## config.mk

```make
export PLATFORM = sky130hd
export DESIGN_NAME = addsub_imm_alu
export DESIGN_NICKNAME = d
export VERILOG_FILES = /design/src/rtl/addsub_alu_pkg.sv /design/src/rtl/imm_operand.sv /design/src/rtl/lane_adder.sv /design/src/rtl/flag_unit.sv /design/src/rtl/addsub_imm_alu.sv
export SDC_FILE = /design/constraint.sdc
export NUM_CORES = 1
export LEC_CHECK = 0
export BUFFER_PORTS_ARGS = -buffer_cell sky130_fd_sc_hd__buf_2
export CAP_MARGIN = 20
export CORE_ASPECT_RATIO = 0.5
export CORE_MARGIN = 3
export CORE_UTILIZATION = 45
export DETAILED_ROUTE_END_ITERATION = 8
export PLACE_DENSITY = 0.68
export SETUP_SLACK_MARGIN = 0.3
export SKIP_LAST_GASP = 1
export SYNTH_ARGS = -nofsm -noshare
export SYNTH_HDL_FRONTEND = slang
export SYNTH_SLANG_ARGS = --single-unit
```

## constraint.sdc

```tcl
create_clock -name clk -period 1.1 [get_ports clk]
set_clock_uncertainty 0.2 [all_clocks]
set_input_delay 0.165 -clock clk [delete_from_list [all_inputs] [get_ports clk]]
set_output_delay 0.165 -clock clk [all_outputs]
set_load 0.01 [all_outputs]
```

## src/rtl/addsub_alu_pkg.sv

```systemverilog
package addsub_alu_pkg;
  typedef struct packed {
    logic n;
    logic z;
    logic c;
    logic v;
  } nzcv_t;
endpackage

```

## src/rtl/imm_operand.sv

```systemverilog
module imm_operand #(
  parameter int DATA_W = 64,
  parameter int IMM_W  = 12
) (
  input  logic [IMM_W-1:0]  imm,
  input  logic              imm_shift,
  input  logic              op_sub,
  output logic [DATA_W-1:0] operand,
  output logic              carry_in
);
  logic [DATA_W-1:0] imm_ext;

  always_comb begin
    imm_ext = '0;
    if (imm_shift) imm_ext[2*IMM_W-1:IMM_W] = imm;
    else           imm_ext[IMM_W-1:0]       = imm;
    // subtraction: add the one's complement plus one
    operand  = op_sub ? ~imm_ext : imm_ext;
    carry_in = op_sub;
  end
endmodule

```

## src/rtl/lane_adder.sv

```systemverilog
module lane_adder #(
  parameter int DATA_W = 64,
  parameter int LANE_W = 32,
  localparam int NLANES = DATA_W / LANE_W
) (
  input  logic [DATA_W-1:0] a,
  input  logic [DATA_W-1:0] b,
  input  logic              cin,
  output logic [DATA_W-1:0] sum,
  output logic [NLANES-1:0] lane_cout
);
  logic [NLANES:0] chain;
  assign chain[0] = cin;

  for (genvar g = 0; g < NLANES; g++) begin : g_lane
    logic [LANE_W:0] part;
    assign part = {1'b0, a[g*LANE_W +: LANE_W]} + {1'b0, b[g*LANE_W +: LANE_W]}
                  + {{LANE_W{1'b0}}, chain[g]};
    assign sum[g*LANE_W +: LANE_W] = part[LANE_W-1:0];
    assign chain[g+1]   = part[LANE_W];
    assign lane_cout[g] = part[LANE_W];
  end
endmodule

```

## src/rtl/flag_unit.sv

```systemverilog
module flag_unit
  import addsub_alu_pkg::*;
#(
  parameter int DATA_W   = 64,
  parameter int NARROW_W = 32,
  localparam int NLANES  = DATA_W / NARROW_W
) (
  input  logic [DATA_W-1:0] a,
  input  logic [DATA_W-1:0] b,
  input  logic [DATA_W-1:0] sum,
  input  logic [NLANES-1:0] lane_cout,
  input  logic              wide,
  output logic [DATA_W-1:0] result,
  output nzcv_t             flags
);
  logic a_msb, b_msb, r_msb;

  always_comb begin
    result = wide ? sum : {{(DATA_W-NARROW_W){1'b0}}, sum[NARROW_W-1:0]};
    a_msb  = wide ? a[DATA_W-1]   : a[NARROW_W-1];
    b_msb  = wide ? b[DATA_W-1]   : b[NARROW_W-1];
    r_msb  = wide ? sum[DATA_W-1] : sum[NARROW_W-1];
    flags.n = r_msb;
    flags.z = (result == '0);
    flags.c = wide ? lane_cout[NLANES-1] : lane_cout[0];
    flags.v = (a_msb == b_msb) && (r_msb != a_msb);
  end
endmodule

```

## src/rtl/addsub_imm_alu.sv

```systemverilog
module addsub_imm_alu
  import addsub_alu_pkg::*;
#(
  parameter int DATA_W   = 64,
  parameter int NARROW_W = 32,
  parameter int IMM_W    = 12,
  parameter int IDX_W    = 5,
  localparam int NLANES  = DATA_W / NARROW_W
) (
  input  logic              clk,
  input  logic              rst_n,
  input  logic              in_valid,
  input  logic              op_sub,
  input  logic              set_flags,
  input  logic              wide,
  input  logic              imm_shift,
  input  logic [IMM_W-1:0]  imm12,
  input  logic [DATA_W-1:0] src_val,
  input  logic [IDX_W-1:0]  dst_idx,
  output logic              wr_en,
  output logic [IDX_W-1:0]  wr_idx,
  output logic [DATA_W-1:0] wr_data,
  output logic              flag_n,
  output logic              flag_z,
  output logic              flag_c,
  output logic              flag_v
);
  logic [DATA_W-1:0] operand_b, sum, result;
  logic              cin;
  logic [NLANES-1:0] lane_cout;
  nzcv_t             new_flags;

  nzcv_t             flags_q, flags_d;
  logic [DATA_W-1:0] data_q, data_d;
  logic [IDX_W-1:0]  idx_q, idx_d;
  logic              wen_q;
  logic              flag_upd;

  imm_operand #(.DATA_W(DATA_W), .IMM_W(IMM_W)) u_opnd (
    .imm(imm12), .imm_shift(imm_shift), .op_sub(op_sub),
    .operand(operand_b), .carry_in(cin)
  );

  lane_adder #(.DATA_W(DATA_W), .LANE_W(NARROW_W)) u_add (
    .a(src_val), .b(operand_b), .cin(cin), .sum(sum), .lane_cout(lane_cout)
  );

  flag_unit #(.DATA_W(DATA_W), .NARROW_W(NARROW_W)) u_flags (
    .a(src_val), .b(operand_b), .sum(sum), .lane_cout(lane_cout),
    .wide(wide), .result(result), .flags(new_flags)
  );

  always_comb begin
    flag_upd = in_valid && set_flags;
    flags_d  = flag_upd ? new_flags : flags_q;
    data_d   = in_valid ? result    : data_q;
    idx_d    = in_valid ? dst_idx   : idx_q;
  end

  always_ff @(posedge clk or negedge rst_n) begin
    if (!rst_n) begin
      flags_q <= '0;
      data_q  <= '0;
      idx_q   <= '0;
      wen_q   <= 1'b0;
    end else begin
      flags_q <= flags_d;
      data_q  <= data_d;
      idx_q   <= idx_d;
      wen_q   <= in_valid;
    end
  end

  assign wr_en   = wen_q;
  assign wr_idx  = idx_q;
  assign wr_data = data_q;
  assign flag_n  = flags_q.n;
  assign flag_z  = flags_q.z;
  assign flag_c  = flags_q.c;
  assign flag_v  = flags_q.v;
endmodule

```

**Word level (Yosys, flattened, before mapping)**

Index checks and enable logic that the tools add are counted.

- Add/sub/neg operators: 4
- Bitwise operators: 1
- Reduce and logical (&&, ||, !) cells: 3
- Multiplexer cells: 8
- Eq/ne operators: 2

Operator list:

| cell | number |
|---|---|
| two-way mux 64 bit | 2 |
| adder 32 x 32 -> 33 bit | 2 |
| adder 33 x 1 -> 33 bit | 2 |
| logical NOT 64 bit | 1 |
| inverter 24 -> 64 bit | 1 |
| two-way mux 12 bit | 2 |
| two-way mux 1 bit | 4 |
| logical AND 1 bit | 2 |
| == test 1 bit | 1 |
| inequality test 1 bit | 1 |

- Logic and storage cells: 25
- Register bits: 74
- Output and inout port bits: 74
- Input port bits: 88

**Depth between registers and ports, before layout**

Gate-level depths: netlist of run 1.

- Depth in word-level cells: 9
- Depth in mapped cells: 25
- Mapped depth without buffers: 23

**By module**

From an unflattened synthesis of run 1, not the netlist that was laid out.

- Cells, all modules: 844
- Area total of the unflattened synthesis: 7744.9 um^2

Modules (own cells, without submodules):

| module | cells each | sequential area each (um^2) | area an instance (um^2) | instances |
|---|---|---|---|---|
| lane_adder | 494 | 0.0 | 3503.4 | 1 |
| addsub_imm_alu | 156 | 1851.8 | 2791.4 | 1 |
| imm_operand | 94 | 0.0 | 753.2 | 1 |
| flag_unit | 100 | 0.0 | 696.9 | 1 |

**Worst setup path before layout of run 1**

OpenSTA, ideal clock, no wires.

- Path type: input port to flip-flop
- Start point: in op_sub
- End point: reg flags_q, in the netlist flag_z
- Setup time: 66 ps
- Data required time: 834 ps
- Setup slack: -4775 ps
- Data arrival time: 5608 ps
- Cell stages on the path: 25
- Buffers on the path: 3
- Cell sequence: buf_2 -> buf_1 -> xnor2_1 -> ha_1 -> buf_2 -> nand2_1 -> o31ai_1 -> a211oi_1 -> o21ai_0 -> o211ai_1 -> a311oi_1 -> a21oi_1 -> o21bai_1 -> fa_1 -> fa_1 -> or4_1 -> o211ai_1 -> a311oi_1 -> a2111oi_0 -> o2111ai_1 -> nor4_1 -> o2111ai_1 -> nor4_1 -> nand4_1 -> nand2_1

- Cells in the longest elaborated chain, start to end: 6
- Elaborated cells between the ends (all ways): 7
- Classes of those cells: add/sub (4); mux (2); reduce/logical (1)

Ends and longest elaborated chain:

| what | RTL line | source |
|---|---|---|
| start, declared | addsub_imm_alu.sv:13 | `input logic op_sub,` |
| two-way mux 64 bit | imm_operand.sv:18 | `operand = op_sub ? ~imm_ext : imm_ext;` |
| adder 32 x 32 -> 33 bit | lane_adder.sv:17 | `assign part = {1'b0, a[g*LANE_W +: LANE_W]} + {1'b0, b[g*LANE_W +: LANE_W]}` |
| adder 33 x 1 -> 33 bit (2 in a row) | lane_adder.sv:18 | `+ {{LANE_W{1'b0}}, chain[g]};` |
| two-way mux 64 bit * | flag_unit.sv:19 | `result = wide ? sum : {{(DATA_W-NARROW_W){1'b0}}, sum[NARROW_W-1:0]};` |
| logical NOT 64 bit * | flag_unit.sv:24 | `flags.z = (result == '0);` |
| end signal, assigned | addsub_imm_alu.sv:67 | `flags_q <= flags_d;` |
| end, declared | addsub_imm_alu.sv:33 | `nzcv_t flags_q, flags_d;` |

Mark *: on every way between the ends. The rest lies on a longest branch, timed or not.
A chain may end at the register's enable or synchronous reset.

**Worst setup path in the final report of run 1**

- Start point: in imm_shift
- End point: reg flags_q, in the netlist flag_z

- Cells in the longest elaborated chain, start to end: 8
- Elaborated cells between the ends (all ways): 9
- Classes of those cells: add/sub (3); mux (4); bitwise (1); reduce/logical (1)

Ends and longest elaborated chain:

| what | RTL line | source |
|---|---|---|
| start, declared | addsub_imm_alu.sv:16 | `input logic imm_shift,` |
| two-way mux 12 bit | imm_operand.sv:15 | `if (imm_shift) imm_ext[2*IMM_W-1:IMM_W] = imm;` |
| inverter 24 -> 64 bit | imm_operand.sv:18 |  |
| two-way mux 64 bit * | imm_operand.sv:18 |  |
| adder 32 x 32 -> 33 bit * | lane_adder.sv:17 |  |
| adder 33 x 1 -> 33 bit * | lane_adder.sv:18 |  |
| adder 33 x 1 -> 33 bit | lane_adder.sv:18 |  |
| two-way mux 64 bit * | flag_unit.sv:19 |  |
| logical NOT 64 bit * | flag_unit.sv:24 |  |

Marked as above.

==> results.txt, run 1 <==
* Category of cells accounting for the largest share of critical-path delay: compound AO/OA/AOI/OAI gates
- Most common cell after layout, fill and taps aside: buf_4
- Post-synth EDFFs: 0
- Count of synthesis-stage warnings from yosys: 0
- The via count of the first global-routing pass was 9502.
- Total clock sinks: 74
- The number of hold-slack violations in the final timing report was 80.
* Least-Margin Pin Slew: 667 ps
- Total clock buffers created by CTS: 9
* Standard cell with the maximum stage delay on the critical path: fa_2
* CTS clk-pin slew, worst paths: 70 ps
- Ratio of final minimum period to clock period: 548%
- The top cell types in the final layout, fill and taps aside, are buf_4 (345), buf_2 (155), nand2_1 (81), dfrtp_1 (74).
- Clock latency on the worst-skew pair, taken at its later pin, is 350 ps.
* Via density per instance: roughly 6.6
- Starting utilization of the core area: 47.4%
* Worst max-slew margin expressed relative to the limit: between 50 and 60%
* Global-route wire length before repair: 47800 um
- Register area share after synthesis: roughly a quarter
* Post-synthesis cell area: around 7100 um2
- In the post-route analysis, the smallest setup slack over all paths is -4930 ps.
- Post-synthesis to final-layout area growth: 88.7%
- Maximum count of clock buffers along a single path: 2
- Synthesized area per cell: 8.29 um2
- Commonest register cell after synthesis: dfrtp_1
- Synth unique cells: 75
- Row generation in the floorplan step produced 31 rows.
- Synthesis inferred 74 register bits.
* Final-layout worst hold slack: -532 ps
- Largest stage delay, worst path: around 470 ps
- The worst register-to-register path begins at wr_data[31]$_DFFE_PN0P_.
* DRC violations left: 0
- Global routing usage summed across all routing layers: 34.7%
* Overall die height: 94.6 um
- Once detail routing completed, the nets flagged for antenna violations numbered 0.
- IR analysis of the VDD net gives a maximum drop of between 0.8 and 0.9 mV.
* Crit start category: input pin
* Synthesized instance count: 851
* Ratio of cells with drive above 1 in the final layout: 58.3%
- When the netlist entered floorplanning its net count stood at 1004.
* Outcome: finished with violations
- Detailed placement finished with a half-perimeter wire length of ~21000 um.
- # port buffers: 161
- The tool flagged a number of max-cap violations equal to 0.
- Across the whole layout, storage elements account for 1850 um2.
- The worst setup path is of the in2reg kind.
- The number of cells on the worst reg-to-reg path is 2.
- Required time worst endpoint: around 1200 ps
- The filler cells instantiated in the layout total 628.
- For this run, the detailed router's first-pass iteration total came to 6.
* CP dominant cell by count: buf_4
- Static timing analysis puts the maximum clock frequency at 166 MHz.
* Data arrival time at the worst-slack endpoint: 6110 ps
- TritonCTS built the clock tree.
- In the final routed layout, each cell accounts on average for approximately 25 um.
* Routed WL: slightly below 40000 um
- Net total in the final layout: 1543
- Hold Path Class: in2async
* Leakage component of the power: 6.45 nW
- Pin count of the biggest net entering global routing: 61
- The core region is 14900 um2.
* Peak fanout along the critical path: 5
- Post-layout minimum cycle time: 6030 ps
- CTS H-tree depth: 3
- Detailed routing inserted a total of 10442 vias.
- After synthesis, the share of flip-flops with an asynchronous set or reset is 100%.
* PwrDens: ~1300 nW/um2
- RSZ-0062 raised after global routing: yes
* Internal reg-to-reg setup slack: -20 ps
- The die is 183 um wide.
- RePlAce Congestion: 0.966
- Buffers and inverters on the worst path: 5
- Util after Layout: 89.4%
- The number of pins exceeding their max-slew limit in the final report was 0.
- The final reports fail on negative hold slack, negative setup slack.
* Total of endpoints with negative setup slack in the final report: 142
- Area of the die: ~17000 um2
- In the final layout, the multi-input gates occupy approximately 6600 um2.
- Root Buffer: clkbuf_16
* Kind of capture point of the worst setup path: flop
* Number of DRC markers after the initial detailed-route iteration: 1316
- Summed over all layers, the global routing overflow is 0.
* Antenna violations before repair: 1
- Worst reg2reg path endpoint: wr_data[31]$_DFFE_PN0P_
- In this run the count of I/O pins placed on the die edge is about 160.
[registers in the layout (all words and copies together), names as in the netlist]
name,flops
wr_data,64
wr_idx,5
flag_c,1
flag_n,1
flag_v,1
flag_z,1
wr_en,1
[where the power goes]
| group | switching, W | leakage, nW | internal, W |
|---|---|---|---|
| combinational | 0.00554 | 5.37 | 0.00528 |
| clock | 0.00134 | 0.165 | 0.00208 |
| sequential | 0.000408 | 0.911 | 0.00326 |
| total | 0.00729 | 6.45 | 0.0106 |
[what timing repair did]
item | 4_1_cts | 5_1_grt
buffers inserted | 55 | 34
resized for setup | 158 | 124
gates cloned | 2 | 2
setup endpoints to repair | 148 | 147
pin swaps | 95 | 75
endpoints found under the hold margin | 80 | 80
[how the worst max path moves through the flow]
stage	slack [ps]	end	depth (start not counted)	from
6_report	-4930	flag_z$_DFFE_PN0P_	27	imm_shift
2_1_floorplan	-4230	flag_z$_DFFE_PN0P_	23	imm12[0]
3_5_place_dp	-4750	flag_z$_DFFE_PN0P_	25	imm_shift
4_1_cts	-4260	flag_z$_DFFE_PN0P_	26	imm_shift
5_1_grt	-4920	flag_z$_DFFE_PN0P_	26	imm_shift
3_3_place_gp	-4630	flag_z$_DFFE_PN0P_	25	imm_shift
[area by class of cell]
class	count	area share, %
Multi-Input combinational cell	718	49.2
Timing Repair Buffer	566	31.9
Sequential cell	74	13.9
Tap cell	198	1.86
Clock buffer	10	1.79
Clock inverter	6	0.733
Inverter	21	0.592
Antenna cell	1	0.0188
[cell usage after synthesis (all sizes together), types with 3 or more instances]
cell type	instances	area (um2)
nand2	91	344
a21oi	83	430
dfrtp	74	1850
ha	62	776
nor2	62	233
o21ai	54	270
xnor2	48	420
clkbuf	32	121
nand3	31	155
a21o	30	225
mux2	26	293
nor3	21	110
nand2b	20	125
inv	19	71.3
xor2	17	149
a211oi	15	123
o211ai	15	118
nand4	12	75.1
and3	11	68.8
o31ai	9	67.6
nor2b	7	46.3
o21a	7	53.8
o21bai	7	52.6
buf	6	25.0
nor4	6	43.8
o2111ai	6	52.6
o2bb2ai	6	52.6
or3	6	37.5
a2111oi	5	50.0
a21boi	5	37.5
a311oi	5	43.8
a31oi	5	37.5
a211o	4	35.0
a221oi	3	61.3
a22o	3	26.3
and4	3	26.3
fa	3	60.1
o311ai	3	51.3
[cells by family after synthesis]
logic type / after synthesis / synth area share (%)
AO/OA/AOI/OAI: 277 / 26.8
multiplexers: 28 / 4.43
AND/OR/NAND/NOR: 283 / 19.4
buffers and inverters: 59 / 3.19
flip-flops: 74 / 26.2
XOR/XNOR: 65 / 8.07
adder cells (fa/ha/maj): 65 / 11.8
[routing by layer]
metal,GRT usage [%],share of wire [%],routed length (um),up-vias
met5,0,0,0,-
met4,14.6,8.4,3340,0
met3,6.19,11,4500,340
met2,63.4,46,18300,957
met1,40.9,34,13600,4920
li1,-,-,-,4225
[through the flow]
stage / power (W) / TNS (ps) / std cells / instance area [um2] / setup slack (ps)
global route: 0.0184 / -194780 / 1594 / 13300 / -4920
finish: 0.0179 / -191920 / 1594 / 13300 / -4930
detailed placement: 0.0111 / -194090 / 1484 / 10700 / -4750
global placement: 0.0110 / -191170 / 1484 / 10700 / -4630
CTS: 0.0158 / -172410 / 1557 / 12300 / -4260
floorplan: 0.00734 / -150300 / 851 / 7530 / -4230
(Power assumes the default switching activity.)
==> inputs of run 2 (changes only) <==
--- a/config.mk
+++ b/config.mk
@@ -5,13 +5,14 @@
 export SDC_FILE = /design/constraint.sdc
 export NUM_CORES = 1
 export LEC_CHECK = 0
-export BUFFER_PORTS_ARGS = -buffer_cell sky130_fd_sc_hd__buf_2
+export BUFFER_PORTS_ARGS = -buffer_cell sky130_fd_sc_hd__clkbuf_2
 export CAP_MARGIN = 20
 export CORE_ASPECT_RATIO = 0.5
 export CORE_MARGIN = 3
 export CORE_UTILIZATION = 45
 export DETAILED_ROUTE_END_ITERATION = 8
 export PLACE_DENSITY = 0.68
+export RECOVER_POWER = 25
 export SETUP_SLACK_MARGIN = 0.3
 export SKIP_LAST_GASP = 1
 export SYNTH_ARGS = -nofsm -noshare
==> results.txt, run 2 (synthesis results as in run 1) <==
- Outcome: finished with violations (unchanged).
- Violations in the final reports: negative hold slack, negative setup slack (unchanged)
- The sort of element at the start of the critical path is an input pin (unchanged).
- Antenna violations before repair: 0 (was 1)
- The post-CTS clock slew at the launch and capture registers of the worst setup and hold paths came to 70 ps (about the same).
- Post-route standard cell area excluding fillers: 13000 um2 (was 13300 um2)
- Sequential Area: 1850 um2 (unchanged)
- The number of buffers added by the clock tree synthesis step came to 9 (unchanged).
- Kind of capture point of the worst setup path: flop (unchanged)
- The worst setup slack for register-to-register paths was -160 ps (was -20 ps).
- The routed wirelength normalized by instance count was 23.3 um (was 24.9 um).
- Pin count of the biggest net entering global routing: 61 (unchanged)
- The worst hold slack after final layout was -150 ps (was -532 ps).
- The count of buffering cells on the critical path with inverters included is 4 (was 5).
- Most common cell after layout, fill and taps aside: buf_4 (unchanged)
- The maximum buffer depth of the clock tree is 2 (unchanged).
* Horizontal extent of the die: 183 um (unchanged)
* Row cnt: 31 (unchanged)
- The CTS tree is yes (unchanged).
- Required time worst endpoint: 1180 ps (about the same)
* Post-synthesis to final-layout area growth: 84.8% (was 88.7%)
* Net total in the final layout: 1564 (was 1543)
- Leakage component of the power: 6.39 nW (was 6.45 nW)
- The number of pins exceeding their max-slew limit in the final report was 0 (unchanged).
* Data arrival time at the worst-slack endpoint: 6040 ps (was 6110 ps)
- DRC violations left: 0 (unchanged)
* Ratio of final minimum period to clock period: 542% (was 548%)
* Crit path setup slack, layout: -4860 ps (was -4930 ps)
* Post-detailed-placement cell area: 10600 um2 (was 10700 um2)
- Area used by multi-input combinational logic: 6300 um2 (was 6560 um2)
- Number of antenna-violating nets in the routed design: 0 (unchanged)
* Hold Path Class: in2reg (was in2async)
* RePlAce Congestion: 0.964 (was 0.966)
- Number of antenna repair diodes: 0 (was 1)
- Post-layout minimum cycle time: 5960 ps (was 6030 ps)
* Category of cells accounting for the largest share of critical-path delay: compound AO/OA/AOI/OAI gates (unchanged)
- Global-route wire length before repair: 48000 um (was 47800 um)
- The die area came to 17300 um2 (unchanged).
* Routed WL: 37500 um (was 39700 um)
* Most frequent cells in the layout: buf_4 (379), clkbuf_2 (158), nand2_1 (82), dfrtp_1 (74), ha_1 (58) (was buf_4 (345), buf_2 (155), nand2_1 (81), dfrtp_1 (74))
- Reported max-cap violation count: 0 (unchanged)
- Cell Count Post-Placement: 1480 (was 1484)
- RSZ-0062 raised after global routing: yes (unchanged)
* Number of standard cells in the final layout excluding fillers: 1614 (was 1594)
- Number of DRC markers after the initial detailed-route iteration: 1175 (was 1316)
* Crit Path Class: in2reg (unchanged)
- The share of cells above drive strength 1 was 57.1% (was 58.3%).
* Placeable core region: 14900 um2 (unchanged)
- Least-Margin Pin Slew: 835 ps (was 667 ps)
- The overall routing resource usage is 34.7% (about the same).
* Overall overflow remaining after global route: 0 (unchanged)
- Largest stage delay, worst path: 480 ps (was 470 ps)
* Detail Placement HPWL: 20600 um (was 20700 um)
* Starting utilization of the core area: 47.4% (unchanged)
* Pre-Repair DR Iteration Count: 6 (unchanged)
- Max reg flops: 64 (unchanged)
- Worst max-slew margin expressed relative to the limit: 44.3% (was 55.2%)
* Overall die height: 94.6 um (unchanged)
- The number of levels in the clock H-tree is 3 (unchanged).
- The number of buffer cells added on primary ports is 161 (unchanged).
* Total negative setup slack: -207060 ps (was -191920 ps)
- Vias in the first global route: 9507 (was 9502)
* Count of filler cells inserted in the layout: 686 (was 628)
- The power density over cell area came to 1320 nW/um2 (was 1350 nW/um2).
* Total clock sinks: 74 (unchanged)
* Total of endpoints with negative setup slack in the final report: 215 (was 142)
- Ports placed on the boundary: 162 (unchanged)
- Via density per instance: 6.37 (was 6.55)
* Via count: 10278 (was 10442)
- Standard cell with the maximum stage delay on the critical path: fa_2 (unchanged)
* Peak fanout along the critical path: 9 (was 5)
- The worst IR drop on VDD came to 0.749 mV (was 0.802 mV).
- Highest clock rate: 168 MHz (was 166 MHz)
- The final standard cell utilization of the core is 87.6% (was 89.4%).
- After clock tree synthesis, the flow added hold-fix buffers numbering 1.
* Clock Latency Late Sink: 350 ps (about the same)
- The clock tree root driver cell is clkbuf_16 (unchanged).
- The number of hold-slack violations in the final timing report was 6 (was 80).
-- run 2: per-layer routing --
| layer | routed length (um) | GRT usage [%] | part of all wire, % | up-vias |
|---|---|---|---|---|
| met2 | 17100 | 61.9 | 45 | 904 |
| met3 | 3760 | 4.85 | 10 | 347 |
| li1 | - | - | - | 4254 |
| met1 | 13400 | 42.7 | 36 | 4773 |
| met5 | 0 | 0 | 0 | - |
| met4 | 3340 | 14.7 | 8.9 | 0 |
-- run 2: where the power goes --
group / switching, W / total, W / internal [W]
combinational: 0.00526 / 0.0103 / 0.00508
clock: 0.00131 / 0.00315 / 0.00184
sequential: 0.000410 / 0.00367 / 0.00326
-- run 2: timing repair --
| item | 4_1_cts | 5_1_grt |
|---|---|---|
| endpoints found under the setup margin | 148 | 221 |
| cloned | 0 | 1 |
| buffers inserted | 81 | 35 |
| hold endpoints to repair | 80 | 6 |
| pin swaps | 99 | 75 |
| gates resized for setup | 137 | 88 |
-- run 2: cell type report --
cell class / count / area share (%)
Clock inverter: 6 / 0.547
Sequential cell: 74 / 14.2
Clock buffer: 10 / 1.83
Multi-Input combinational cell: 718 / 48.3
Inverter: 21 / 0.604
Tap cell: 198 / 1.90
Timing Repair Buffer: 587 / 32.6
-- run 2: per-stage QoR --
| stage | power, W | hold slack (ps) | setup WS, ps |
|---|---|---|---|
| floorplan | 0.00734 | -331 | -4230 |
| global placement | 0.0110 | -202 | -4670 |
| detailed placement | 0.0111 | -199 | -4920 |
| CTS | 0.0154 | -149 | -4360 |
| global route | 0.0177 | -149 | -4950 |
| finish | 0.0172 | -150 | -4860 |
-- run 2: worst paths after layout --
check	startpoint	end	cells past startpoint
worst max register to register	wr_data[58]$_DFFE_PN0P_	wr_data[58]$_DFFE_PN0P_	3
worst max-delay path	imm_shift	flag_z$_DFFE_PN0P_	27
max in group asynchronous	rst_n	wr_data[43]$_DFFE_PN0P_	3
worst min-delay path	dst_idx[0]	wr_idx[0]$_DFFE_PN0P_	2
min in group asynchronous	rst_n	wr_data[18]$_DFFE_PN0P_	2
worst min register to register	wr_data[36]$_DFFE_PN0P_	wr_data[36]$_DFFE_PN0P_	1
-- run 2: worst register-to-register path, cell delays in order (launching register included) --
cell	delay, ps
dfrtp_1	420
buf_4	150
nor2b_1	140
a31o_4	250
